===== config.mk =====
export PLATFORM = sky130hd
export DESIGN_NAME = mux_ad_port
export DESIGN_NICKNAME = d
export VERILOG_FILES = /design/src/rtl/mxp_pkg.sv /design/src/rtl/mxp_tag_track.sv /design/src/rtl/mxp_strobe_timer.sv /design/src/rtl/mxp_pin_map.sv /design/src/rtl/mux_ad_port.sv
export SDC_FILE = /design/constraint.sdc
export NUM_CORES = 1
export LEC_CHECK = 0
export BUFFER_PORTS_ARGS = -buffer_cell sky130_fd_sc_hd__buf_2
export CAP_MARGIN = 10
export CORE_ASPECT_RATIO = 1.1
export CORE_MARGIN = 4
export CORE_UTILIZATION = 60
export DETAILED_ROUTE_END_ITERATION = 7
export PLACE_DENSITY = 0.86
export RECOVER_POWER = 50
export SYNTH_ARGS = -nofsm -noshare
export SYNTH_HDL_FRONTEND = slang
export SYNTH_HIERARCHICAL = 1
export SYNTH_SLANG_ARGS = --single-unit
export TNS_END_PERCENT = 10

===== constraint.sdc =====
create_clock -name clk_i -period 7.59 [get_ports clk_i]
set_input_delay 1.518 -clock clk_i [delete_from_list [all_inputs] [get_ports clk_i]]
set_output_delay 1.518 -clock clk_i [all_outputs]
set_load 0.02 [all_outputs]

===== src/rtl/mxp_pkg.sv =====
package mxp_pkg;

   typedef enum logic [1:0] {
      PH_IDLE,
      PH_LATCH,
      PH_STROBE,
      PH_RECOV
   } mxp_phase_e;

   // Portion of the address that the external latch must hold
   function automatic logic [15:0] mxp_tag(input logic [23:0] a, input logic wide);
      return wide ? a[15:0] : a[23:8];
   endfunction

endpackage


===== src/rtl/mxp_tag_track.sv =====
module mxp_tag_track #(
   parameter int TAG_W = 16
) (
   input  logic             clk_i,
   input  logic             rst_ni,
   input  logic             upd_i,
   input  logic             wide_i,
   input  logic [TAG_W-1:0] tag_i,
   output logic             hit_o
);

   logic             valid_q;
   logic             wide_q;
   logic [TAG_W-1:0] tag_q;

   always_ff @(posedge clk_i or negedge rst_ni) begin
      if (!rst_ni) begin
         valid_q <= 1'b0;
         wide_q  <= 1'b0;
         tag_q   <= '0;
      end else if (upd_i) begin
         valid_q <= 1'b1;
         wide_q  <= wide_i;
         tag_q   <= tag_i;
      end
   end

   assign hit_o = valid_q && (wide_q == wide_i) && (tag_q == tag_i);


   first_latch_chk: assert property (@(posedge clk_i) disable iff (!rst_ni)
      upd_i |=> hit_o || (wide_i != $past(wide_i)) || (tag_i != $past(tag_i)));

endmodule


===== src/rtl/mxp_strobe_timer.sv =====
module mxp_strobe_timer #(
   parameter int LEN_W   = 5,
   parameter int MIN_LEN = 2
) (
   input  logic             clk_i,
   input  logic             rst_ni,
   input  logic             start_i,
   input  logic [LEN_W-1:0] len_i,
   output logic             last_o
);

   localparam logic [LEN_W-1:0] MinL = LEN_W'(MIN_LEN);

   logic [LEN_W-1:0] cnt_q;
   logic [LEN_W-1:0] len_q;
   logic [LEN_W-1:0] eff_len;

   assign eff_len = (len_i < MinL) ? MinL : len_i;

   always_ff @(posedge clk_i or negedge rst_ni) begin
      if (!rst_ni) begin
         cnt_q <= '0;
         len_q <= MinL;
      end else if (start_i) begin
         cnt_q <= LEN_W'(1);
         len_q <= eff_len;
      end else if (cnt_q != '0 && cnt_q < len_q) begin
         cnt_q <= cnt_q + LEN_W'(1);
      end
   end

   assign last_o = (cnt_q == len_q);


   strobe_len_chk: assert property (@(posedge clk_i) disable iff (!rst_ni)
      (cnt_q <= len_q) && (len_q >= MinL));

endmodule


===== src/rtl/mxp_pin_map.sv =====
module mxp_pin_map
   import mxp_pkg::*;
#(
   parameter int ADDR_W = 24,
   parameter int PIN_W  = 16,
   parameter int DATA_W = 32,
   parameter int BEAT_W = 2
) (
   input  mxp_phase_e        phase_i,
   input  logic              wide_i,
   input  logic              we_i,
   input  logic [ADDR_W-1:0] addr_i,
   input  logic [BEAT_W-1:0] beat_i,
   input  logic [DATA_W-1:0] wdata_i,
   output logic [PIN_W-1:0]  ad_o,
   output logic [1:0]        ad_oe_o
);

   localparam int HALF = PIN_W / 2;

   logic [HALF-1:0]  wbyte;
   logic [PIN_W-1:0] whalf;

   assign wbyte = wdata_i[HALF*beat_i +: HALF];
   assign whalf = wdata_i[PIN_W*beat_i[0] +: PIN_W];

   always_comb begin
      ad_o    = '0;
      ad_oe_o = 2'b00;
      unique case (phase_i)
         PH_LATCH: begin
            ad_o    = mxp_tag(addr_i, wide_i);
            ad_oe_o = 2'b11;
         end
         PH_STROBE: begin
            if (wide_i) begin
               ad_o    = we_i ? whalf : '0;
               ad_oe_o = we_i ? 2'b11 : 2'b00;
            end else begin
               ad_o    = {addr_i[HALF-1:0], (we_i ? wbyte : {HALF{1'b0}})};
               ad_oe_o = we_i ? 2'b11 : 2'b10;
            end
         end
         default: ;
      endcase
   end

endmodule


===== src/rtl/mux_ad_port.sv =====
module mux_ad_port
   import mxp_pkg::*;
#(
   parameter int ADDR_W     = 24,
   parameter int PIN_W      = 16,
   parameter int DATA_W     = 32,
   parameter int LEN_W      = 5,
   parameter int MIN_STROBE = 2
) (
   input  logic              clk_i,
   input  logic              rst_ni,
   input  logic              cfg_en_i,
   input  logic              cfg_ale_low_i,
   input  logic [LEN_W-1:0]  cfg_strobe_i,
   input  logic              req_i,
   input  logic              req_we_i,
   input  logic              req_wide_i,
   input  logic [ADDR_W-1:0] req_addr_i,
   input  logic [DATA_W-1:0] req_wdata_i,
   output logic              busy_o,
   output logic              done_o,
   output logic [DATA_W-1:0] rdata_o,
   output logic              ale_o,
   output logic              rd_n_o,
   output logic              wr_n_o,
   output logic [PIN_W-1:0]  ad_o,
   output logic [1:0]        ad_oe_o,
   input  logic [PIN_W-1:0]  ad_i
);

   localparam int LANES  = DATA_W / 8;
   localparam int BEAT_W = $clog2(LANES);
   localparam int NARROW = LANES;
   localparam int WIDE   = DATA_W / PIN_W;

   if (ADDR_W != 24 || PIN_W != 16 || DATA_W != 32) begin : g_bad_geom
      $error("mux_ad_port: pin mapping is defined for 24/16/32 only");
   end
   if (MIN_STROBE < 2 || LEN_W < 2) begin : g_bad_len
      $error("mux_ad_port: strobe length parameters out of range");
   end

   mxp_phase_e        ph_q, ph_d;
   logic [BEAT_W-1:0] beat_q, beat_d;
   logic [ADDR_W-1:0] base_q, cur_addr;
   logic [DATA_W-1:0] wdata_q;
   logic              we_q, wide_q, fin_q, done_q;
   logic              last_beat, tag_hit, strobe_last, timer_start, capture;
   logic              look_wide;
   logic [15:0]       look_tag;

   assign cur_addr  = wide_q ? {{(ADDR_W-PIN_W){1'b0}}, base_q[PIN_W-1:0] + PIN_W'(beat_q)}
                             : base_q + ADDR_W'(beat_q);
   assign last_beat = wide_q ? (beat_q == BEAT_W'(WIDE-1)) : (beat_q == BEAT_W'(NARROW-1));
   assign look_wide = (ph_q == PH_IDLE) ? req_wide_i : wide_q;
   assign look_tag  = mxp_tag((ph_q == PH_IDLE) ? req_addr_i : cur_addr, look_wide);

   mxp_tag_track #(.TAG_W(16)) u_track (
      .clk_i  (clk_i),
      .rst_ni (rst_ni),
      .upd_i  (ph_q == PH_LATCH),
      .wide_i (look_wide),
      .tag_i  (look_tag),
      .hit_o  (tag_hit)
   );

   always_comb begin
      ph_d   = ph_q;
      beat_d = beat_q;
      unique case (ph_q)
         PH_IDLE: if (req_i) begin
            ph_d   = tag_hit ? PH_STROBE : PH_LATCH;
            beat_d = '0;
         end
         PH_LATCH:  ph_d = PH_STROBE;
         PH_STROBE: if (strobe_last) begin
            ph_d = PH_RECOV;
            if (!last_beat) beat_d = beat_q + BEAT_W'(1);
         end
         PH_RECOV:  ph_d = fin_q ? PH_IDLE : (tag_hit ? PH_STROBE : PH_LATCH);
         default:   ph_d = PH_IDLE;
      endcase
      if (!cfg_en_i) ph_d = PH_IDLE;
   end

   assign timer_start = (ph_d == PH_STROBE) && (ph_q != PH_STROBE);
   assign capture     = (ph_q == PH_STROBE) && strobe_last && !we_q && cfg_en_i;

   mxp_strobe_timer #(.LEN_W(LEN_W), .MIN_LEN(MIN_STROBE)) u_timer (
      .clk_i   (clk_i),
      .rst_ni  (rst_ni),
      .start_i (timer_start),
      .len_i   (cfg_strobe_i),
      .last_o  (strobe_last)
   );

   always_ff @(posedge clk_i or negedge rst_ni) begin
      if (!rst_ni) begin
         ph_q    <= PH_IDLE;
         beat_q  <= '0;
         base_q  <= '0;
         wdata_q <= '0;
         we_q    <= 1'b0;
         wide_q  <= 1'b0;
         fin_q   <= 1'b0;
         done_q  <= 1'b0;
      end else begin
         ph_q   <= ph_d;
         beat_q <= beat_d;
         done_q <= (ph_q == PH_STROBE) && strobe_last && last_beat && cfg_en_i;
         if (ph_q == PH_IDLE && req_i && cfg_en_i) begin
            base_q  <= req_addr_i;
            wdata_q <= req_wdata_i;
            we_q    <= req_we_i;
            wide_q  <= req_wide_i;
            fin_q   <= 1'b0;
         end else if (ph_q == PH_STROBE && strobe_last && last_beat) begin
            fin_q <= 1'b1;
         end
      end
   end

   for (genvar g = 0; g < LANES; g++) begin : g_lane
      logic       lane_hit;
      logic [7:0] lane_q;
      assign lane_hit = capture && (wide_q ? (beat_q == BEAT_W'(g / 2))
                                           : (beat_q == BEAT_W'(g)));
      always_ff @(posedge clk_i or negedge rst_ni) begin
         if (!rst_ni)       lane_q <= '0;
         else if (lane_hit) lane_q <= wide_q ? ad_i[8*(g%2) +: 8] : ad_i[7:0];
      end
      assign rdata_o[8*g +: 8] = lane_q;
   end

   mxp_pin_map #(.ADDR_W(ADDR_W), .PIN_W(PIN_W), .DATA_W(DATA_W), .BEAT_W(BEAT_W)) u_pins (
      .phase_i (ph_q),
      .wide_i  (wide_q),
      .we_i    (we_q),
      .addr_i  (cur_addr),
      .beat_i  (beat_q),
      .wdata_i (wdata_q),
      .ad_o    (ad_o),
      .ad_oe_o (ad_oe_o)
   );

   assign busy_o = (ph_q != PH_IDLE);
   assign done_o = done_q;
   assign rd_n_o = !((ph_q == PH_STROBE) && !we_q);
   assign wr_n_o = !((ph_q == PH_STROBE) && we_q);
   assign ale_o  = (ph_q == PH_LATCH) ^ cfg_ale_low_i;


   off_idle_chk: assert property (@(posedge clk_i) disable iff (!rst_ni)
      !cfg_en_i |=> !busy_o && rd_n_o && wr_n_o);

   ale_quiet_chk: assert property (@(posedge clk_i) disable iff (!rst_ni)
      (ale_o ^ cfg_ale_low_i) |-> (rd_n_o && wr_n_o && ad_oe_o == 2'b11));

   latch_then_strobe_chk: assert property (@(posedge clk_i) disable iff (!rst_ni)
      ((ale_o ^ cfg_ale_low_i) && cfg_en_i) |=> (!rd_n_o || !wr_n_o));

   read_release_chk: assert property (@(posedge clk_i) disable iff (!rst_ni)
      !rd_n_o |-> (ad_oe_o[0] == 1'b0));

   done_pulse_chk: assert property (@(posedge clk_i) disable iff (!rst_ni)
      done_o |=> !done_o);

endmodule


==> impl_metrics.env <==
export IMPL_synthCells=657
export IMPL_fin_total_pwr_uw=2710
export IMPL_status="complete, but fails checks"
export IMPL_gp_congestion=0.998
export IMPL_nFillCells=819
export IMPL_cts_resized=0
export IMPL_p_clk_share_pct=33.2
export IMPL_slowest_delay_ns=1.02
export IMPL_critPathLaunchType="flip-flop"
export IMPL_tightest_slew_ns=3.05
export IMPL_clock_fmax_ghz=0.181
export IMPL_dr_pass1_iters=8
export IMPL_synthDistinctLibCells=64
export IMPL_synthArstFlopShare_pct=100
export IMPL_power_switching_uw=908
export IMPL_crit_type="flip-flop to flip-flop"
export IMPL_drt_wl_total_um=19000
export IMPL_synth_top_family_by_area="multiplexers"
export IMPL_cts_root_buf="clkbuf_16"
export IMPL_grt_setup_unrepaired="false"
export IMPL_viasPerCell=6.14
export IMPL_cap_violations=3
export IMPL_syn_num_nets=757
export IMPL_drc=0
export IMPL_worst_path_max_fanout=27
export IMPL_cp_arrival_ns=5.85
export IMPL_chipWidth_um=113
export IMPL_synthFlopType="dfrtp_1"
export IMPL_min_period_ns=5.53
export IMPL_clk_latency_ns=0.43
export IMPL_vias=5795
export IMPL_yosysMostFrequentCell="dfrtp_1"
export IMPL_setup_tns_final_ns=0
export IMPL_p_sw_share_pct=33.5
export IMPL_rows=41
export IMPL_synth_adder_area_share_pct=2.87
export IMPL_p_int_uw=1800
export IMPL_fin_crit_sh_pct=72.9
export IMPL_antenna_found_initial=0
export IMPL_drtIter0Drc=492
export IMPL_fin_skew_ns=0.00893
export IMPL_dp_hpwl_um=13700
export IMPL_yosys_area_share_simple_pct=12.3
export IMPL_pre_cts_slack_ns=2.19
export IMPL_clk_pin_slew_ns=0.06
export IMPL_dieArea_um2=13900
export IMPL_postCtsSetupRepairBufs=0
export IMPL_ant_nets=0
export IMPL_grt_overflow=0
export IMPL_grt_use_total_pct=28.6
export IMPL_core_area_um2=11600
export IMPL_synth_xor_area_share_pct=4.84
export IMPL_grt_pass1_vias=6064
export IMPL_syn_area_per_cell_um2=11.0
export IMPL_vdd_ir_drop_max_v=0.000223
export IMPL_ys_seq_area_share_pct=42.9
export IMPL_area_delta_synth_final_pct=17.5
export IMPL_synth_area_leaders="dfrtp_1, mux2_2, mux2i_1, xnor2_1, a21oi_1"
export IMPL_synth_top_cell_area_share_pct=42.5
export IMPL_grt_pass1_wl_um=30900
export IMPL_muxShareOfSynthArea_pct=21.9
export IMPL_start_util_pct=62.2
export IMPL_hold_buffers=0
export IMPL_cp_top_family="simple AND/OR/NAND/NOR gates"
export IMPL_pin_count=139
export IMPL_synth_compound_area_share_pct=10.7
export IMPL_synth_edf_count=0
export IMPL_ys_top_cells_by_count="dfrtp_1, mux2_2, nor2_1, a21oi_1"
export IMPL_hold_viol=0
export IMPL_grt_max_degree=78
export IMPL_maxSlewHeadroom_pct=-103
export IMPL_crit_required_ns=7.90
export IMPL_die_h_um=123
export IMPL_slew_viol_final=187
export IMPL_pwr_share_seq_pct=37.6
export IMPL_cp_end_kind="flip-flop"
export IMPL_crit_buf_inv=0
export IMPL_setup_violations=0
export IMPL_wl_per_cell_um=20.1
export IMPL_cts_sinks=124
export IMPL_ys_warn_count=6
export IMPL_final_util_pct=73.1
export IMPL_setup_ws_ns=2.06
export IMPL_io_buffers=138
export IMPL_cts_buffers_inserted=17
export IMPL_p_comb_share_pct=29.2
export IMPL_nets=881
export IMPL_cts_max_level=4
export IMPL_cp_slowest_cell="dfrtp_1"
export IMPL_place_area_um2=7920
export IMPL_synth_top_area_cell="dfrtp_1"
export IMPL_syn_cell_area_um2=7240
export IMPL_ys_seq_elements=124
export IMPL_fin_area_um2=8510
export IMPL_clock_path_buffers=2
export IMPL_tritoncts="built"
export IMPL_powerDensity_nw_per_um2=319
export IMPL_cp_cell_sequence="ha_1, fa_1, nand3_1, nor4_4, nand2_1, xor2_1, a222oi_1, xnor2_1, nand4_1, nor4_2, nand2b_1, a311oi_1, nor2b_1, nor2_1, mux2_2"
export IMPL_drive_above_1_share_pct=33.2
export IMPL_violations="max-capacitance violations, max-slew violations"
export IMPL_hp_class="flip-flop to flip-flop"
export IMPL_diodes=0
export IMPL_p_leak_uw=0.00380
final timing paths:
path / from / endpoint / slack, ns / cells after the start
max in group asynchronous: rst_ni / u_track/tag_q[1]$_DFFE_PN0P_ / 2.72 / 2
min in group asynchronous: rst_ni / wide_q$_DFFE_PN0P_ / 1.91 / 1
max reg2reg: beat_q[0]$_DFFE_PN0P_ / u_timer/cnt_q[4]$_DFFE_PN0P_ / 2.06 / 15
min: u_track/valid_q$_DFFE_PN0P_ / u_track/valid_q$_DFFE_PN0P_ / 0.46 / 1
max: beat_q[0]$_DFFE_PN0P_ / u_timer/cnt_q[4]$_DFFE_PN0P_ / 2.06 / 15
min reg2reg: u_track/valid_q$_DFFE_PN0P_ / u_track/valid_q$_DFFE_PN0P_ / 0.46 / 1
state kept, by name (all words and copies together) (netlist names):
| signal | cells |
|---|---|
| base_q | 24 |
| beat_q | 2 |
| done_o | 1 |
| fin_q | 1 |
| g_lane.lane_q | 32 |
| ph_q | 2 |
| u_timer/cnt_q | 5 |
| u_timer/len_q | 5 |
| u_track/tag_q | 16 |
| u_track/valid_q | 1 |
| u_track/wide_q | 1 |
| wdata_q | 32 |
| we_q | 1 |
| wide_q | 1 |
routing by layer:
metal  GRT usage (%)  wire length, um  vias to the layer above
met2            48.9             9570                      267
met1            34.0             7360                     2834
met3            7.88             1420                       47
li1                -                -                     2647
met5               0                0                        -
met4            12.4              637                        0
logic make-up after synthesis:
| family | after synthesis |
|---|---|
| buf+inv | 62 |
| flops | 124 |
| compound gates | 119 |
| fa+ha+maj | 16 |
| mux | 141 |
| simple gates | 155 |
| xor+xnor | 40 |
cell type report:
class / count / area (um2) / area share [%]
Multi-Input combinational cell: 471 / 3800 / 44.7
Sequential cell: 124 / 3100 / 36.5
Timing Repair Buffer: 142 / 668 / 7.85
Clock buffer: 18 / 439 / 5.16
Clock inverter: 14 / 215 / 2.53
Tap cell: 150 / 188 / 2.21
Inverter: 25 / 93.8 / 1.10
metrics by stage:
stage	hold slack [ns]	cells
after floorplan	0.436	657
after global placement	0.467	912
after detailed placement	0.455	912
after CTS	0.471	944
after global routing	0.498	944
final	0.465	944
worst register-to-register path: stages (launching register included):
cell and delay [ns]:
dfrtp_1 1.02, ha_1 0.33, fa_1 0.31, nand3_1 0.18, nor4_4 0.39, nand2_1 0.11
xor2_1 0.18, a222oi_1 0.46, xnor2_1 0.18, nand4_1 0.13, nor4_2 0.41, nand2b_1 0.12
a311oi_1 0.36, nor2b_1 0.80, nor2_1 0.13, mux2_2 0.29
power groups by stage:
stage               combinational (uW)  sequential [uW]  clock (uW)
floorplan                          599              982           0
global placement                   756             1010           0
detailed placement                 784             1020           0
CTS                                792             1020         909
global route                       871             1040         938
finish                             792             1020         900
placed cells by master (no fill, tap or decap), drive strengths merged, types with 23 or more instances in the layout:
master / count
nor2: 54
dfrtp: 123
xnor2: 23
mux2: 116
clkbuf: 55
mux2i: 25
inv: 27
nand2: 25
buf: 105
a21oi: 40
Power figures use the tool's default switching activity.
